### config.mk
export PLATFORM = sky130hd
export DESIGN_NAME = freq_dither_seq
export DESIGN_NICKNAME = d
export VERILOG_FILES = /design/src/rtl/freq_dither_pkg.sv /design/src/rtl/freq_dither_period_lut.sv /design/src/rtl/freq_dither_dwell_ctr.sv /design/src/rtl/freq_dither_stage_fsm.sv /design/src/rtl/freq_dither_seq.sv
export SDC_FILE = /design/constraint.sdc
export NUM_CORES = 1
export LEC_CHECK = 0
export BUFFER_PORTS_ARGS = -buffer_cell sky130_fd_sc_hd__buf_2
export CORE_ASPECT_RATIO = 1.5
export CORE_UTILIZATION = 52
export DETAILED_ROUTE_END_ITERATION = 7
export PLACE_DENSITY = 0.82
export SLEW_MARGIN = 25
export SYNTH_ARGS = -nofsm -noshare
export SYNTH_HDL_FRONTEND = slang
export SYNTH_SLANG_ARGS = --single-unit
### constraint.sdc
create_clock -name clk -period 2.3 [get_ports clk]
set_input_delay 0.115 -clock clk [delete_from_list [all_inputs] [get_ports clk]]
set_output_delay 0.115 -clock clk [all_outputs]
set_load 0.02 [all_outputs]
### src/rtl/freq_dither_pkg.sv
// Package: freq_dither_pkg
// Shared constants, the stage type, and the elaboration-time period
// arithmetic for the frequency dither sequencer.
// Assumes: multipliers are expressed as integers over a common
// denominator of 20 so that all arithmetic stays in integers.
package freq_dither_pkg;

    localparam int NUM_STAGES = 5;
    localparam int STAGE_W    = 3;
    localparam int MULT_DEN   = 20;

    typedef logic [STAGE_W-1:0] stage_t;

    // Multiplier numerator over MULT_DEN for each stage, in loop order.
    function automatic longint unsigned mult_num(input int idx);
        case (idx)
            0:       return 64'd18;   // x0.90
            1:       return 64'd22;   // x1.10
            2:       return 64'd21;   // x1.05
            3:       return 64'd20;   // x1.00
            4:       return 64'd19;   // x0.95
            default: return 64'd20;
        endcase
    endfunction

    // Nearest-integer clock count of one period at base*multiplier.
    function automatic longint unsigned period_of(
        input longint unsigned clk_hz,
        input longint unsigned base_hz,
        input int              idx
    );
        longint unsigned numer;
        longint unsigned denom;
        numer = clk_hz * longint'(MULT_DEN);
        denom = base_hz * mult_num(idx);
        return (2 * numer + denom) / (2 * denom);
    endfunction

endpackage

### src/rtl/freq_dither_period_lut.sv
// Module: freq_dither_period_lut
// Constant table of the five dithered periods for one base rate,
// indexed by stage. Contents are fixed at elaboration.
// Assumes: every period fits in PERIOD_W bits; out-of-range stage
// indices return the stage-0 period.
module freq_dither_period_lut
    import freq_dither_pkg::*;
#(
    parameter longint unsigned CLK_HZ   = 100_000_000,
    parameter longint unsigned BASE_HZ  = 50_000,
    parameter int              PERIOD_W = 16
) (
    input  stage_t              stage,
    output logic [PERIOD_W-1:0] period
);

    logic [PERIOD_W-1:0] table_q [NUM_STAGES];

    // One constant entry per stage.
    for (genvar g = 0; g < NUM_STAGES; g++) begin : g_entry
        localparam longint unsigned ENTRY = period_of(CLK_HZ, BASE_HZ, g);
        assign table_q[g] = PERIOD_W'(ENTRY);
    end

    // Stage-indexed read with a safe default.
    always_comb begin
        period = table_q[0];
        for (int i = 0; i < NUM_STAGES; i++) begin
            if (stage == stage_t'(i)) begin
                period = table_q[i];
            end
        end
    end

endmodule

### src/rtl/freq_dither_dwell_ctr.sv
// Module: freq_dither_dwell_ctr
// Counts period ticks within a stage and flags the tick that completes
// the dwell. A dwell setting of zero selects DEFAULT_DWELL.
// Assumes: period_tick is a one-cycle pulse; a lowered dwell setting
// in mid-stage ends the stage on the next tick.
module freq_dither_dwell_ctr #(
    parameter int DWELL_W       = 8,
    parameter int DEFAULT_DWELL = 16
) (
    input  logic               clk,
    input  logic               rst_n,
    input  logic               run_en,
    input  logic               period_tick,
    input  logic [DWELL_W-1:0] dwell_len,
    output logic [DWELL_W-1:0] tick_cnt,
    output logic               stage_done
);

    localparam logic [DWELL_W-1:0] DWELL_DEF = DWELL_W'(DEFAULT_DWELL);

    logic [DWELL_W-1:0] dwell_eff;
    logic [DWELL_W-1:0] dwell_last;

    // Effective dwell length, mapping zero onto the default.
    always_comb begin
        dwell_eff  = (dwell_len == '0) ? DWELL_DEF : dwell_len;
        dwell_last = dwell_eff - DWELL_W'(1);
    end

    // Completion flag for the counted tick that ends a stage.
    always_comb begin
        stage_done = run_en && period_tick && (tick_cnt >= dwell_last);
    end

    // Tick counter: cleared on reset, on disable and at stage end.
    always_ff @(posedge clk) begin
        if (!rst_n || !run_en) begin
            tick_cnt <= '0;
        end else if (period_tick) begin
            if (stage_done) begin
                tick_cnt <= '0;
            end else begin
                tick_cnt <= tick_cnt + DWELL_W'(1);
            end
        end
    end

endmodule

### src/rtl/freq_dither_stage_fsm.sv
// Module: freq_dither_stage_fsm
// Holds the current multiplier stage and the latched base select.
// The stage moves one step on stage_done and wraps after the last
// stage. The base select is latched only at a stage step or while
// disabled.
// Assumes: stage_done is only ever high while run_en is high.
module freq_dither_stage_fsm
    import freq_dither_pkg::*;
(
    input  logic   clk,
    input  logic   rst_n,
    input  logic   run_en,
    input  logic   stage_done,
    input  logic   base_hi,
    output stage_t stage_q,
    output logic   base_hi_q
);

    localparam stage_t STAGE_LAST = stage_t'(NUM_STAGES - 1);

    stage_t stage_next;

    // Next stage in the loop, wrapping after the last one.
    always_comb begin
        stage_next = (stage_q == STAGE_LAST) ? '0 : stage_q + stage_t'(1);
    end

    // Stage register: restarts at the first stage when not running.
    always_ff @(posedge clk) begin
        if (!rst_n || !run_en) begin
            stage_q <= '0;
        end else if (stage_done) begin
            stage_q <= stage_next;
        end
    end

    // Base-select latch: follows the input only at stage steps or idle.
    always_ff @(posedge clk) begin
        if (!rst_n || !run_en || stage_done) begin
            base_hi_q <= base_hi;
        end
    end

endmodule

### src/rtl/freq_dither_seq.sv
// Module: freq_dither_seq (top)
// Frequency dither sequencer: steps the switching period through five
// multipliers, holding each for a set number of periods, and gives
// out the next period length in clock cycles for the selected base.
// Assumes: CLK_HZ is the clock driving clk; period_tick comes from
// the switching-period timer; run_en is the protection-cleared enable.
module freq_dither_seq
    import freq_dither_pkg::*;
#(
    parameter longint unsigned CLK_HZ        = 100_000_000,
    parameter longint unsigned BASE_LO_HZ    = 50_000,
    parameter longint unsigned BASE_HI_HZ    = 70_000,
    parameter int              PERIOD_W      = 16,
    parameter int              DWELL_W       = 8,
    parameter int              DEFAULT_DWELL = 16
) (
    input  logic                clk,
    input  logic                rst_n,
    input  logic                run_en,
    input  logic                base_hi,
    input  logic                period_tick,
    input  logic [DWELL_W-1:0]  dwell_len,
    output logic [PERIOD_W-1:0] period_cycles,
    output logic [2:0]          stage_idx
);

    logic [DWELL_W-1:0]  tick_cnt;
    logic                stage_done;
    stage_t              stage_q;
    logic                base_hi_q;
    logic [PERIOD_W-1:0] period_lo;
    logic [PERIOD_W-1:0] period_hi;

    freq_dither_dwell_ctr #(
        .DWELL_W       (DWELL_W),
        .DEFAULT_DWELL (DEFAULT_DWELL)
    ) dwell_i (
        .clk         (clk),
        .rst_n       (rst_n),
        .run_en      (run_en),
        .period_tick (period_tick),
        .dwell_len   (dwell_len),
        .tick_cnt    (tick_cnt),
        .stage_done  (stage_done)
    );

    freq_dither_stage_fsm stage_i (
        .clk        (clk),
        .rst_n      (rst_n),
        .run_en     (run_en),
        .stage_done (stage_done),
        .base_hi    (base_hi),
        .stage_q    (stage_q),
        .base_hi_q  (base_hi_q)
    );

    freq_dither_period_lut #(
        .CLK_HZ   (CLK_HZ),
        .BASE_HZ  (BASE_LO_HZ),
        .PERIOD_W (PERIOD_W)
    ) lut_lo_i (
        .stage  (stage_q),
        .period (period_lo)
    );

    freq_dither_period_lut #(
        .CLK_HZ   (CLK_HZ),
        .BASE_HZ  (BASE_HI_HZ),
        .PERIOD_W (PERIOD_W)
    ) lut_hi_i (
        .stage  (stage_q),
        .period (period_hi)
    );

    // Output select between the two base tables by the latched select.
    always_comb begin
        period_cycles = base_hi_q ? period_hi : period_lo;
        stage_idx     = 3'(stage_q);
    end

endmodule

Word level (Yosys, flattened, before mapping)
Cells that the tools add are included.
W data, S select, Z words.
{"block": "op_classes", "addsub": 3, "mul": 0, "div": 0, "magnitude_cmp": 1, "eq_ne": 4, "shifts": 0, "n_mux": 12, "bitwise_logic": 0, "reduce_logical": 7}
{"cell": "$mux W12", "count": 4}
{"cell": "$mux W10", "count": 4}
{"cell": "$mux W16", "count": 1}
{"cell": "$mux W8", "count": 2}
{"cell": "$add A8 B1 Y8 const B", "count": 1}
{"cell": "$ge A8 B8 Y1", "count": 1}
{"cell": "$logic_not A8 Y1", "count": 1}
{"cell": "$sub A8 B1 Y8 const B", "count": 1}
{"cell": "$eq A3 B2 Y1 const B", "count": 2}
{"cell": "$add A3 B1 Y3 const B", "count": 1}
{"cell": "$eq A3 B1 Y1 const B", "count": 1}
{"cell": "$eq A3 B3 Y1 const B", "count": 1}
{"cell": "$mux W3", "count": 1}
{"cell": "$logic_and A1 B1 Y1", "count": 2}
{"cell": "$logic_not A1 Y1", "count": 2}
{"cell": "$logic_or A1 B1 Y1", "count": 2}
{"block": "totals", "reg_bits": 12, "latchBits": 0, "mem_bits_rw": 0, "romBits": 0, "in_bits": 13, "output_inout_bits": 19, "elab_cells": 30, "memories": 0}

Logic depth before layout (Yosys ltp)
{"block": "depth", "depth_word": 6, "depth_mapped": 12, "depth_no_buf": 12}

Cells and area by module
A second synthesis with hierarchy kept.
{"block": "hier_totals", "hier_cells": 166, "area_unflattened_um2": 1481.4}
{"module": "freq_dither_dwell_ctr", "instances": 1, "cells_per_inst": 87, "area_per_inst_um2": 750.7, "seq_area_each_um2": 160.2}
{"module": "freq_dither_seq", "instances": 1, "cells_per_inst": 18, "area_per_inst_um2": 249.0, "seq_area_each_um2": 0.0}
{"module": "freq_dither_stage_fsm", "instances": 1, "cells_per_inst": 20, "area_per_inst_um2": 193.9, "seq_area_each_um2": 90.1}
{"module": "freq_dither_period_lut at lut_hi_i", "instances": 1, "cells_per_inst": 21, "area_per_inst_um2": 156.4, "seq_area_each_um2": 0.0}
{"module": "freq_dither_period_lut at lut_lo_i", "instances": 1, "cells_per_inst": 20, "area_per_inst_um2": 131.4, "seq_area_each_um2": 0.0}

Worst setup path after synthesis
Ideal clock, no wire load.
{"block": "synth_path", "path_kind": "input -> register", "from": "input port dwell_len[0]", "to": "register stage_i.base_hi_q, enable pin", "arrival_ns": 1.764, "slack_ns": 0.293, "stages": 12, "n_path_buf": 0, "cell_sequence": "inv_1 -> ha_1 -> nand3_1 -> o21ai_0 -> a21oi_1 -> a31o_2 -> ha_1 -> a21oi_1 -> a21oi_2 -> o211ai_2 -> and2_4 -> nand2_1"}
{"block": "synth_via", "elab_chain_cells": 6}
{"element": "start, declared", "line": "freq_dither_seq.sv:22", "rtl": "input logic [DWELL_W-1:0] dwell_len,"}
{"element": "$logic_not A8 Y1", "line": "freq_dither_dwell_ctr.sv:26", "rtl": "dwell_eff = (dwell_len == '0) ? DWELL_DEF : dwell_len;"}
{"element": "$mux W8 (*)", "line": "freq_dither_dwell_ctr.sv:26"}
{"element": "$sub A8 B1 Y8 (*)", "line": "freq_dither_dwell_ctr.sv:27", "rtl": "dwell_last = dwell_eff - DWELL_W'(1);"}
{"element": "$ge A8 B8 Y1 (*)", "line": "freq_dither_dwell_ctr.sv:32", "rtl": "stage_done = run_en && period_tick && (tick_cnt >= dwell_last);"}
{"element": "$logic_and A1 B1 Y1 (*)", "line": "freq_dither_dwell_ctr.sv:32"}
{"element": "$logic_or A1 B1 Y1 (*)", "line": "freq_dither_stage_fsm.sv:39", "rtl": "if (!rst_n || !run_en || stage_done) begin"}
{"element": "end signal, assigned", "line": "freq_dither_stage_fsm.sv:40", "rtl": "base_hi_q <= base_hi;"}
{"element": "end, declared", "line": "freq_dither_stage_fsm.sv:16", "rtl": "output logic base_hi_q"}
Every way passes the cells marked *; elsewhere a longest branch is shown, timed or not.
A chain may end at the register's enable or synchronous reset.

Worst setup path after layout
Ends and elaborated chain as after synthesis.

==> impl_results.md <==
* Outcome: finished, final reports clean
* Worst slack, placed at 0.0454 ns
* Placed Area at 0.00132 mm^2
* # IOs at 32
* Placed insts at 205
* CTS tree: done
* Synth unique cells at 37
* IO Port Bufs at 27
* Area contributors post-synth: dfxtp_1, ha_1, a21oi_1, nor2_1, nor3_1
* Synth Warn # at 0
* PnR worst setup slack at 0.287 ns
* Per-cell routed wire length at 12.5 um
* Setup TNS at 0 ns
* Die height at 60.4 um
* Adder-cell share of the synthesized area at 15.9%
* Leakage at 0.637 nW
* Via density at 5.92
* Die area at 0.00247 mm^2
* Max-slew violations at 0
* Final min period at 2.01 ns
* Final setup viols at 0
* Number of synthesized flops with an enable pin at 1
* Die X at 41.0 um
* Design Area, Final at 0.00135 mm^2
* Yosys top cell area share at 18.6%
* Final hold viol count at 0
* Cts bufs inserted at 3
* WS Path Type: in2reg
* Initial antenna violation count at 0
* Synth area leader: dfxtp_1
* Final wirelength at 2.61 mm
* Max clock buf depth at 2
* Top sig layer: met4
* Pwr per Cell Area at 354 mW/mm^2
* WL met3 at 83 um
* Commonest register cell after synthesis: dfxtp_1
* ANT cells at 0
* Drt initial violations at 42
* GRT Util Overall at 23.3%
* Crit-path max cell delay at 0.28 ns
* Grt ovf at 0
* Final nets at 216
* Area grow syn2layout at 13.8%
* Multi-input gate area at 845 um^2
* Clock slew at reported path FFs at 0.08 ns
* Post-Syn Area per Cell at 7.40 um^2
* RSZ-0062 raised after global routing: no
* DRT antenna net count at 0
* WL met2 at 1.46 mm
* Final Skew at 0.00637 ns
* Synthesized area at 0.00118 mm^2
* Hold Startpoint: base_hi
* Clock root buffer: clkbuf_4
* Vias at 1238
* Row count at 20
* Simple-gate share of the synthesized area at 26.2%
* WP data arrival at 2.05 ns
* Register bit count reported by yosys at 12
* Most frequent cells in the layout: buf_2, nor2_1, a21oi_1, ha_1, inv_1
* Clock latency on the worst-skew pair at 0.27 ns
* Register area at 250 um^2
* Clock Sinks at 12
* Reg2Reg Launch Point: dwell_i.tick_cnt[0]
* WP data required at 2.34 ns
* H-tree levels at 1
* Largest family of logic cells by synthesized area: simple AND/OR/NAND/NOR gates
* XOR/XNOR Fraction of Synth Area at 5.92%
* Crit Path Max Fanout at 5
* Min-Delay Path Class: in2reg
* CP startpoint kind: primary input
* Initial core utilization at 57.0%
* FFs w/ async S/R, synth at 0%
* Tcrit/Tclk final at 87.5%
* M1 WL at 994 um
* Largest net degree at the start of global routing at 19
* Setup crit end kind: flop
* DR pass1 iterations at 4
* Critical Path Start: dwell_len[0]
* Mux cell area share after synthesis at 1.80%
* Sequential area share after synthesis at 21.1%
* Routability cong. at 0.796
* Crit-path slowest cell: ha_1
* CP Cell Sequence: buf_2 -> inv_1 -> ha_1 -> nand3_1 -> o21ai_0 -> a21oi_1 -> a31o_2 -> ha_1 -> a21oi_1 -> a21oi_2 -> o211ai_2 -> and2_4 -> nand2_1
* CORE AREA at 0.00208 mm^2
* Compound-gate portion of the synthesized area at 20.1%
* Fraction of layout cells with a size suffix above 1 at 23.0%
* Final Non-Filler Cells at 209
* Vias in the first global route at 1112
* First-pass GRT wire length at 4.13 mm
* Most common cell after layout, fill and taps aside: buf_2
* HPWL Detailed at 2.13 mm
* Hold Buf Count CTS at 0
* Fmax at 0.497 GHz
* MaxCap Viol Count at 0
* DRC viols at 0
* Fillers at 193
* Synth Instances at 160
* Worst VDD drop at 212 uV
-- Yosys cell counts (2+ instances only) --
| master | n |
|---|---|
| nor2_1 | 16 |
| a21oi_1 | 15 |
| ha_1 | 15 |
| inv_1 | 13 |
| nand2_1 | 13 |
| dfxtp_1 | 11 |
| nor3_1 | 10 |
| o21ai_0 | 10 |
| nand4_1 | 6 |
| buf_4 | 5 |
| nand2b_1 | 5 |
| nand3_1 | 4 |
| xnor2_1 | 4 |
| xor2_1 | 4 |
| clkbuf_1 | 3 |
| nor2b_1 | 3 |
| a31oi_1 | 2 |
| o31ai_1 | 2 |
-- power by group --
part	internal [mW]	switching (mW)	leakage, nW
Sequential	0.213	0.00652	0.0989
Clock	0.0671	0.0688	0.0150
Combinational	0.0461	0.0752	0.523
-- what timing repair did --
action | in CTS | in global routing
resized for setup | 0 | 1
endpoints found under the setup margin | 0 | 1
buffers inserted | 0 | 0
-- critical path, delay by kind of cell --
kind / cells / cell delay, ns
compound gates: 6 / 0.94
buf+inv: 2 / 0.19
fa+ha+maj: 2 / 0.45
simple gates: 3 / 0.36
-- cells by family after synthesis --
family          count (synthesis)
compound gates                 38
mux                             2
flops                          12
other cells                     1
xor+xnor                        8
fa+ha+maj                      15
simple gates                   62
buf+inv                        22
-- metrics by stage --
| stage | hold slack [ns] | power (mW) | utilization [%] |
|---|---|---|---|
| after floorplan | 0.214 | 0.311 | - |
| after global placement | 0.302 | 0.341 | 63.5 |
| after detailed placement | 0.308 | 0.346 | 63.5 |
| after CTS | 0.0248 | 0.478 | 64.8 |
| after global routing | 0.0178 | 0.503 | 64.9 |
| final | 0.0212 | 0.477 | 64.9 |
-- final cells by class --
class,instances,share of cell area [%]
flip-flops and latches,12,18.6
repair buffers,29,11.1
well taps,22,2.04
inverters,13,3.62
multi-input cells,129,62.7
clock buffers,4,1.95
-- per-layer routing --
layer  up-vias  track usage (%)
met5         -                0
met4         0             13.3
met3         7             1.10
met2        44             45.8
met1       578             21.1
li1        609                -
-- sequential cells by signal, summed over array words and instances, names as in the netlist --
register           count
dwell_i.tick_cnt       8
stage_i.base_hi_q      1
stage_i.stage_q        3
-- final timing paths --
check	endpoint	slack (ns)	cells after the start
max	stage_i.base_hi_q	0.29	13
min	stage_i.base_hi_q	0.02	1
max reg2reg	stage_i.base_hi_q	0.55	7
min reg2reg	dwell_i.tick_cnt[1]	0.53	2
(Power assumes the default switching activity.)
